`src/rtl/pwmTimerPkg.sv`:
```
package pwmTimerPkg;
  localparam logic [1:0] ADDR_CTRL   = 2'd0;
  localparam logic [1:0] ADDR_PER_LO = 2'd1;
  localparam logic [1:0] ADDR_DUTY_LO = 2'd2;
  localparam logic [1:0] ADDR_HIGH   = 2'd3;

  typedef struct packed {
    logic tick;
    logic clr;
    logic pol;
    logic outEn;
    logic pulseEn;
  } pwmStrobe_t;
endpackage

```
`src/rtl/pwmTimerCtrl.sv`:
```
module pwmTimerCtrl
  import pwmTimerPkg::*;
#(
  parameter int DATA_W   = 8,
  parameter int CNT_W    = 10,
  parameter int DIV_MID  = 2,
  parameter int DIV_SLOW = 16
) (
  input  logic              clk,
  input  logic              rstN,
  input  logic              wrEn,
  input  logic [1:0]        wrAddr,
  input  logic [DATA_W-1:0] wrData,
  output logic [CNT_W-1:0]  perMaster,
  output logic [CNT_W-1:0]  dutyMaster,
  output pwmStrobe_t        strobe
);
  localparam int HI_W  = CNT_W - DATA_W;
  localparam int PRE_W = $clog2(DIV_SLOW);
  localparam logic [PRE_W-1:0] MID_MASK  = PRE_W'(DIV_MID - 1);
  localparam logic [PRE_W-1:0] SLOW_MASK = PRE_W'(DIV_SLOW - 1);

  logic              polQ, outEnQ, contQ, startQ, pulseEnQ;
  logic [1:0]        selQ;
  logic [DATA_W-1:0] perLoQ, dutyLoQ;
  logic [HI_W-1:0]   perHiQ, dutyHiQ;
  logic [PRE_W-1:0]  preQ;
  logic              run, tap;

  always_ff @(posedge clk or negedge rstN) begin
    if (!rstN) begin
      polQ <= 1'b0; outEnQ <= 1'b0; selQ <= '0; contQ <= 1'b0; startQ <= 1'b0;
      perLoQ <= '0; dutyLoQ <= '0; perHiQ <= '0; dutyHiQ <= '0; pulseEnQ <= 1'b0;
    end else if (wrEn) begin
      unique case (wrAddr)
        ADDR_CTRL: begin
          polQ   <= wrData[7];
          outEnQ <= wrData[5];
          selQ   <= wrData[3:2];
          contQ  <= wrData[1];
          startQ <= wrData[0];
        end
        ADDR_PER_LO:  perLoQ  <= wrData;
        ADDR_DUTY_LO: dutyLoQ <= wrData;
        default: begin
          pulseEnQ <= wrData[DATA_W-1];
          perHiQ   <= wrData[2*HI_W-1:HI_W];
          dutyHiQ  <= wrData[HI_W-1:0];
        end
      endcase
    end
  end

  assign run = startQ & contQ;

  always_ff @(posedge clk or negedge rstN) begin
    if (!rstN)        preQ <= '0;
    else if (!startQ) preQ <= '0;
    else if (run)     preQ <= preQ + 1'b1;
  end

  always_comb begin
    unique case (selQ)
      2'd0:    tap = 1'b1;
      2'd1:    tap = (preQ & MID_MASK) == MID_MASK;
      default: tap = (preQ & SLOW_MASK) == SLOW_MASK;
    endcase
  end

  assign perMaster      = {perHiQ, perLoQ};
  assign dutyMaster     = {dutyHiQ, dutyLoQ};
  assign strobe.tick    = run & tap;
  assign strobe.clr     = ~startQ;
  assign strobe.pol     = polQ;
  assign strobe.outEn   = outEnQ;
  assign strobe.pulseEn = pulseEnQ;

  a_r8_prescaler_cleared: assert property (@(posedge clk) disable iff (!rstN)
    !startQ |=> preQ == '0);
  a_r9_prescaler_paused: assert property (@(posedge clk) disable iff (!rstN)
    (startQ && !contQ && !wrEn) |=> $stable(preQ));
endmodule

```
`src/rtl/pwmTimerDatapath.sv`:
```
module pwmTimerDatapath
  import pwmTimerPkg::*;
#(
  parameter int CNT_W = 10
) (
  input  logic             clk,
  input  logic             rstN,
  input  logic [CNT_W-1:0] perMaster,
  input  logic [CNT_W-1:0] dutyMaster,
  input  pwmStrobe_t       strobe,
  output logic             pwmOut,
  output logic             periodPulse
);
  logic [CNT_W-1:0] cntQ, perQ, dutyQ;
  logic [CNT_W-1:0] cntN, perN, dutyN;
  logic             wrap, load, activeN, outQ, pulseQ;

  assign wrap = strobe.tick && (cntQ == perQ);
  assign load = strobe.clr || wrap;
  assign perN  = load ? perMaster  : perQ;
  assign dutyN = load ? dutyMaster : dutyQ;

  always_comb begin
    if (strobe.clr || wrap) cntN = '0;
    else if (strobe.tick)   cntN = cntQ + 1'b1;
    else                    cntN = cntQ;
  end

  assign activeN = (dutyN != '0) && ((cntN < dutyN) || (dutyN >= perN));

  always_ff @(posedge clk or negedge rstN) begin
    if (!rstN) begin
      cntQ <= '0; perQ <= '0; dutyQ <= '0; outQ <= 1'b0; pulseQ <= 1'b0;
    end else begin
      cntQ   <= cntN;
      perQ   <= perN;
      dutyQ  <= dutyN;
      pulseQ <= wrap && strobe.pulseEn;
      if (!strobe.outEn)   outQ <= 1'b0;
      else if (strobe.clr) outQ <= ~strobe.pol;
      else                 outQ <= activeN ? strobe.pol : ~strobe.pol;
    end
  end

  assign pwmOut      = outQ;
  assign periodPulse = pulseQ;

  a_r3_count_bound: assert property (@(posedge clk) disable iff (!rstN)
    cntQ <= perQ);
  a_r7_slaves_hold: assert property (@(posedge clk) disable iff (!rstN)
    (!strobe.clr && !strobe.tick) |=> ($stable(perQ) && $stable(dutyQ)));
  a_r8_count_cleared: assert property (@(posedge clk) disable iff (!rstN)
    strobe.clr |=> (cntQ == '0 && !periodPulse));
  a_r9_count_paused: assert property (@(posedge clk) disable iff (!rstN)
    (!strobe.clr && !strobe.tick) |=> ($stable(cntQ) && !periodPulse));
  a_r11_output_gated: assert property (@(posedge clk) disable iff (!rstN)
    !strobe.outEn |=> !pwmOut);
endmodule

```
`src/rtl/pwmTimer.sv`:
```
module pwmTimer
  import pwmTimerPkg::*;
#(
  parameter int DATA_W   = 8,
  parameter int CNT_W    = 10,
  parameter int DIV_MID  = 2,
  parameter int DIV_SLOW = 16
) (
  input  logic              clk,
  input  logic              rstN,
  input  logic              wrEn,
  input  logic [1:0]        wrAddr,
  input  logic [DATA_W-1:0] wrData,
  output logic              pwmOut,
  output logic              periodPulse
);
  logic [CNT_W-1:0] perMaster, dutyMaster;
  pwmStrobe_t       strobe;

  pwmTimerCtrl #(
    .DATA_W(DATA_W), .CNT_W(CNT_W), .DIV_MID(DIV_MID), .DIV_SLOW(DIV_SLOW)
  ) ctrl (
    .clk(clk), .rstN(rstN), .wrEn(wrEn), .wrAddr(wrAddr), .wrData(wrData),
    .perMaster(perMaster), .dutyMaster(dutyMaster), .strobe(strobe)
  );

  pwmTimerDatapath #(.CNT_W(CNT_W)) datapath (
    .clk(clk), .rstN(rstN), .perMaster(perMaster), .dutyMaster(dutyMaster),
    .strobe(strobe), .pwmOut(pwmOut), .periodPulse(periodPulse)
  );
endmodule

```
`config.mk`:
```
export PLATFORM = sky130hd
export DESIGN_NAME = pwmTimer
export DESIGN_NICKNAME = d
export VERILOG_FILES = /design/src/rtl/pwmTimerPkg.sv /design/src/rtl/pwmTimerCtrl.sv /design/src/rtl/pwmTimerDatapath.sv /design/src/rtl/pwmTimer.sv
export SDC_FILE = /design/constraint.sdc
export NUM_CORES = 1
export LEC_CHECK = 0
export ABC_AREA = 1
export BUFFER_PORTS_ARGS = -buffer_cell sky130_fd_sc_hd__buf_2
export CAP_MARGIN = 15
export CORE_MARGIN = 8
export CORE_UTILIZATION = 25
export DETAILED_ROUTE_END_ITERATION = 16
export PLACE_DENSITY = 0.42
export SETUP_SLACK_MARGIN = 0.02
export SLEW_MARGIN = 10
export SYNTH_ARGS = -nofsm -noshare
export SYNTH_HDL_FRONTEND = slang
export SYNTH_SLANG_ARGS = --single-unit
```
`constraint.sdc`:
```
create_clock -name clk -period 3.3 [get_ports clk]
set_input_delay 0.165 -clock clk [delete_from_list [all_inputs] [get_ports clk]]
set_output_delay 0.165 -clock clk [all_outputs]
set_load 0.02 [all_outputs]
```
==> reports/summary.md <==
- **CP Data Arrival Time** 3170 ps
- **root cell of the clock tree** sky130_fd_sc_hd__clkbuf_16
- **Final Instance Area** 4030 um2
- **NumNets Final** 469
- **Period minus WS final** 2960 ps
- **number of global-route vias before repair** 2695
- **flop and latch count out of synthesis** 63
- **global routing met1 resource utilization** 13.5%
- **placed insts** 601
- **CTS tree** done
- **maximum ir drop on the vdd rail** 328 uV
- **met2 usage** 15.8%
- **combined area of all synthesized cells** 3400 um2
- **Initial Utilization** 25.7%
- **synthesized netlist net count** 446
- **Data required, critical path** 3520 ps
- **sequential cell area fraction in the yosys report** 46.4%
- **Final Max Slew Viols** 0
- **Detail Placement HPWL** 6.33 mm
- **gate count after technology mapping** 414
- **fraction of synthesized area in multiplexers** 0%
- **setup repair after global routing missed its margin** false
- **layout cells sized above 1** 15.8%
- **mean cell area of the mapped netlist** 8.21 um2
- **drt total wl** 8.38 mm
- **count of unresolved DRC violations after routing** 0
- **number of levels in the clock H-tree** 3
- **dominant combinational cell family by area after synthesis** simple AND/OR/NAND/NOR gates
- **xor/xnor share of the synthesized area** 0.516%
- **top-level I/O count** 15
- **DIE AREA** 17600 um2
- **launch point of the critical path** ctrl.preQ[0]
- **final hold violation count** 0
- **end-of-flow core utilization** 30.5%
- **number of max-cap violations** 0
- **number of input and output port buffers inserted** 14
- **clk_lat worst skew** 330 ps
- **overall via count from detail_route** 2572
- **chip height** 133 um
- **grt peak-use layer** met2
- **path type of the worst min-delay path** input port to flop
- **share of the clock period used by the worst path** 89.6%
- **wire length of the first global-routing pass** 14.1 mm
- **Cell Pwr Density** 650 nW/um2
- **worst-path fanout max** 9
- **initial antenna violation count** 0
- **placement row count** 42
- **All-Layer GR Usage** 10.3%
- **Core Box Area** 13200 um2
- **total clock buffers created by CTS** 9
- **Achievable Freq** 0.338 GHz
- **start point of the worst hold path** wrData[6]
- **clock sinks** 63
- **DP Area** 3680 um2
- **Max Root-Sink Buffers** 2
- **Worst Tran Pin Value** 740 ps
- **smallest hold slack** 110 ps
- **diode insertion count for antenna repair** 0
- **largest net degree at the start of global routing** 36
- **first drt pass iteration count** 4
- **adder-cell share of the synthesized area** 7.00%
- **relative area change from synthesis to final layout** 18.7%
- **kind of end point of the critical path** flop
- **simple-gate share of the synthesized area** 24.5%
- **per-cell routed wire length** 13.6 um
- **sort of element at the start of the critical path** flop
- **clock transition at the registers of the reported paths** 60 ps
- **synth warn** 0
- **Final Skew** 5.20 ps
- **overflow left after global routing** 0
- **met3 layer usage reported by global route** 2.08%
- **critical path class** flop to flop
- **setup_tns** 0 ps
- **startpoint of the worst register-to-register path** ctrl.preQ[0]
- **count of routing violations after the opening detailed-route iteration** 125
- **vias per cell** 4.16
- **worst slew margin relative to its limit** 50.6%
- **final setup violation count** 0
- **outcome** completed
- **number of standard cells in the layout, taps in and fillers out** 618
- **compound-gate portion of the synthesized area** 11.2%
- **last weighted congestion value of the routability-driven placer** 0.789
- **Post-DRT Antenna Nets** 0
- **leakage power summed over all cells** 2.07 nW
- **library cells used by synthesis** 38
- **die span in x** 133 um
-- critical path: stages, from the launching register on --
cell and delay (ps):
sky130_fd_sc_hd__dfrtp_1 350, sky130_fd_sc_hd__ha_1 180, sky130_fd_sc_hd__nand3_1 70, sky130_fd_sc_hd__nand2_1 130
sky130_fd_sc_hd__nand3_4 120, sky130_fd_sc_hd__nor2_4 140, sky130_fd_sc_hd__nand2_4 100, sky130_fd_sc_hd__nand2_8 110
sky130_fd_sc_hd__inv_4 70, sky130_fd_sc_hd__or2_2 280, sky130_fd_sc_hd__o21ai_2 80, sky130_fd_sc_hd__ha_1 240
sky130_fd_sc_hd__o21ai_1 70, sky130_fd_sc_hd__nand2_1 60, sky130_fd_sc_hd__a21o_1 150, sky130_fd_sc_hd__a21oi_1 110
sky130_fd_sc_hd__o21ai_1 70, sky130_fd_sc_hd__nand2_1 70, sky130_fd_sc_hd__nand2_1 50, sky130_fd_sc_hd__a21oi_1 110
sky130_fd_sc_hd__nand2_1 90, sky130_fd_sc_hd__a21oi_1 120, sky130_fd_sc_hd__nor2_1 60
-- sequential cells by signal, indices dropped and copies added, names as in the netlist --
name	cells
ctrl.perLoQ	8
ctrl.dutyLoQ	8
datapath.cntQ	10
datapath.pwmOut	1
ctrl.startQ	1
ctrl.preQ	4
datapath.perQ	10
datapath.dutyQ	10
ctrl.dutyHiQ	2
datapath.periodPulse	1
ctrl.contQ	1
ctrl.perHiQ	2
ctrl.selQ	2
ctrl.pulseEnQ	1
ctrl.outEnQ	1
ctrl.polQ	1
-- stage by stage --
stage / worst slack, ps / total power [mW]
finish: 342 / 2.62
floorplan: 398 / 1.40
CTS: 236 / 2.66
global placement: 322 / 1.58
global route: 25.4 / 2.80
detailed placement: 265 / 1.59
-- cells in the final DEF, fill, tap and decap left out, drive strengths merged --
| master | synthesis | final |
|---|---|---|
| nand4 | 5 | 5 |
| xor2 | 1 | 1 |
| inv | 75 | 75 |
| or2 | 10 | 10 |
| nor3 | 2 | 2 |
| a21oi | 13 | 13 |
| nand3 | 23 | 23 |
| clkinvlp | 0 | 2 |
| a211oi | 1 | 1 |
| bufinv | 0 | 2 |
| o21a | 2 | 2 |
| dlygate4sd3 | 0 | 1 |
| xnor2 | 1 | 1 |
| a21o | 2 | 2 |
| nor2 | 20 | 20 |
| nor4 | 1 | 1 |
| dfrtp | 63 | 63 |
| nand2 | 115 | 115 |
| o22ai | 1 | 1 |
| a21boi | 1 | 1 |
| nor3b | 1 | 1 |
| clkbuf | 3 | 11 |
| buf | 5 | 19 |
| clkinv | 0 | 1 |
| ha | 19 | 19 |
| o21ai | 50 | 50 |
-- kinds of logic after synthesis --
family          count (synthesis)
buf+inv                        83
compound gates                 70
xor+xnor                        2
simple gates                  177
fa+ha+maj                      19
flops                          63
-- metal layers --
layer  up-vias  wire length, um  share of wire, %
li1       1354                -                 -
met1      1166             4230                51
met2        39             3700                44
met3        13              261               3.1
met4         0              184               2.2
met5         -                0                 0
-- final timing paths --
check	endpoint	cells after the start	slack, ps
worst max-delay path	datapath.pwmOut	22	340
worst min-delay path	ctrl.dutyLoQ[6]	3	110
worst max register to register	datapath.pwmOut	22	340
worst min register to register	ctrl.perLoQ[6]	2	480
max in group asynchronous	datapath.cntQ[9]	3	2220
min in group asynchronous	ctrl.perLoQ[1]	2	430
-- cells in the mapped netlist (all sizes together) --
master,number,share of area (%)
a21oi,13,1.9
nor2,20,2.8
a21boi,1,0.22
a211oi,1,0.22
clkbuf,3,0.33
nand3,23,4.1
buf,5,1.6
o22ai,1,0.18
a21o,2,0.44
nor3,2,0.29
xnor2,1,0.26
nor3b,1,0.22
nor4,1,0.18
ha,19,7.0
xor2,1,0.26
nand4,5,0.92
dfrtp,63,46
nand2,115,14
inv,75,8.4
o21ai,50,7.8
o21a,2,0.44
or2,10,1.8
-- power breakdown --
group          internal [mW]  switching, mW
clock network          0.701          0.350
logic                  0.220          0.366
registers              0.895         0.0893
-- final cells by class --
type	instances	area, um2
Sequential cell	63	1580
Fill cell	1448	9210
Clock inverter	5	80.1
Timing Repair Buffer	20	143
Inverter	75	287
Multi-Input combinational cell	268	1470
Clock buffer	11	253
Tap cell	176	220
-- what timing repair did --
| action | 4_1_cts | 5_1_grt |
|---|---|---|
| setup endpoints to repair | 0 | 1 |
| endpoints found under the hold margin | 28 | 0 |
| hold buffers | 1 | 0 |
| gates resized for setup | 0 | 6 |
| buffers inserted | 0 | 0 |
Power figures use the tool's default switching activity.
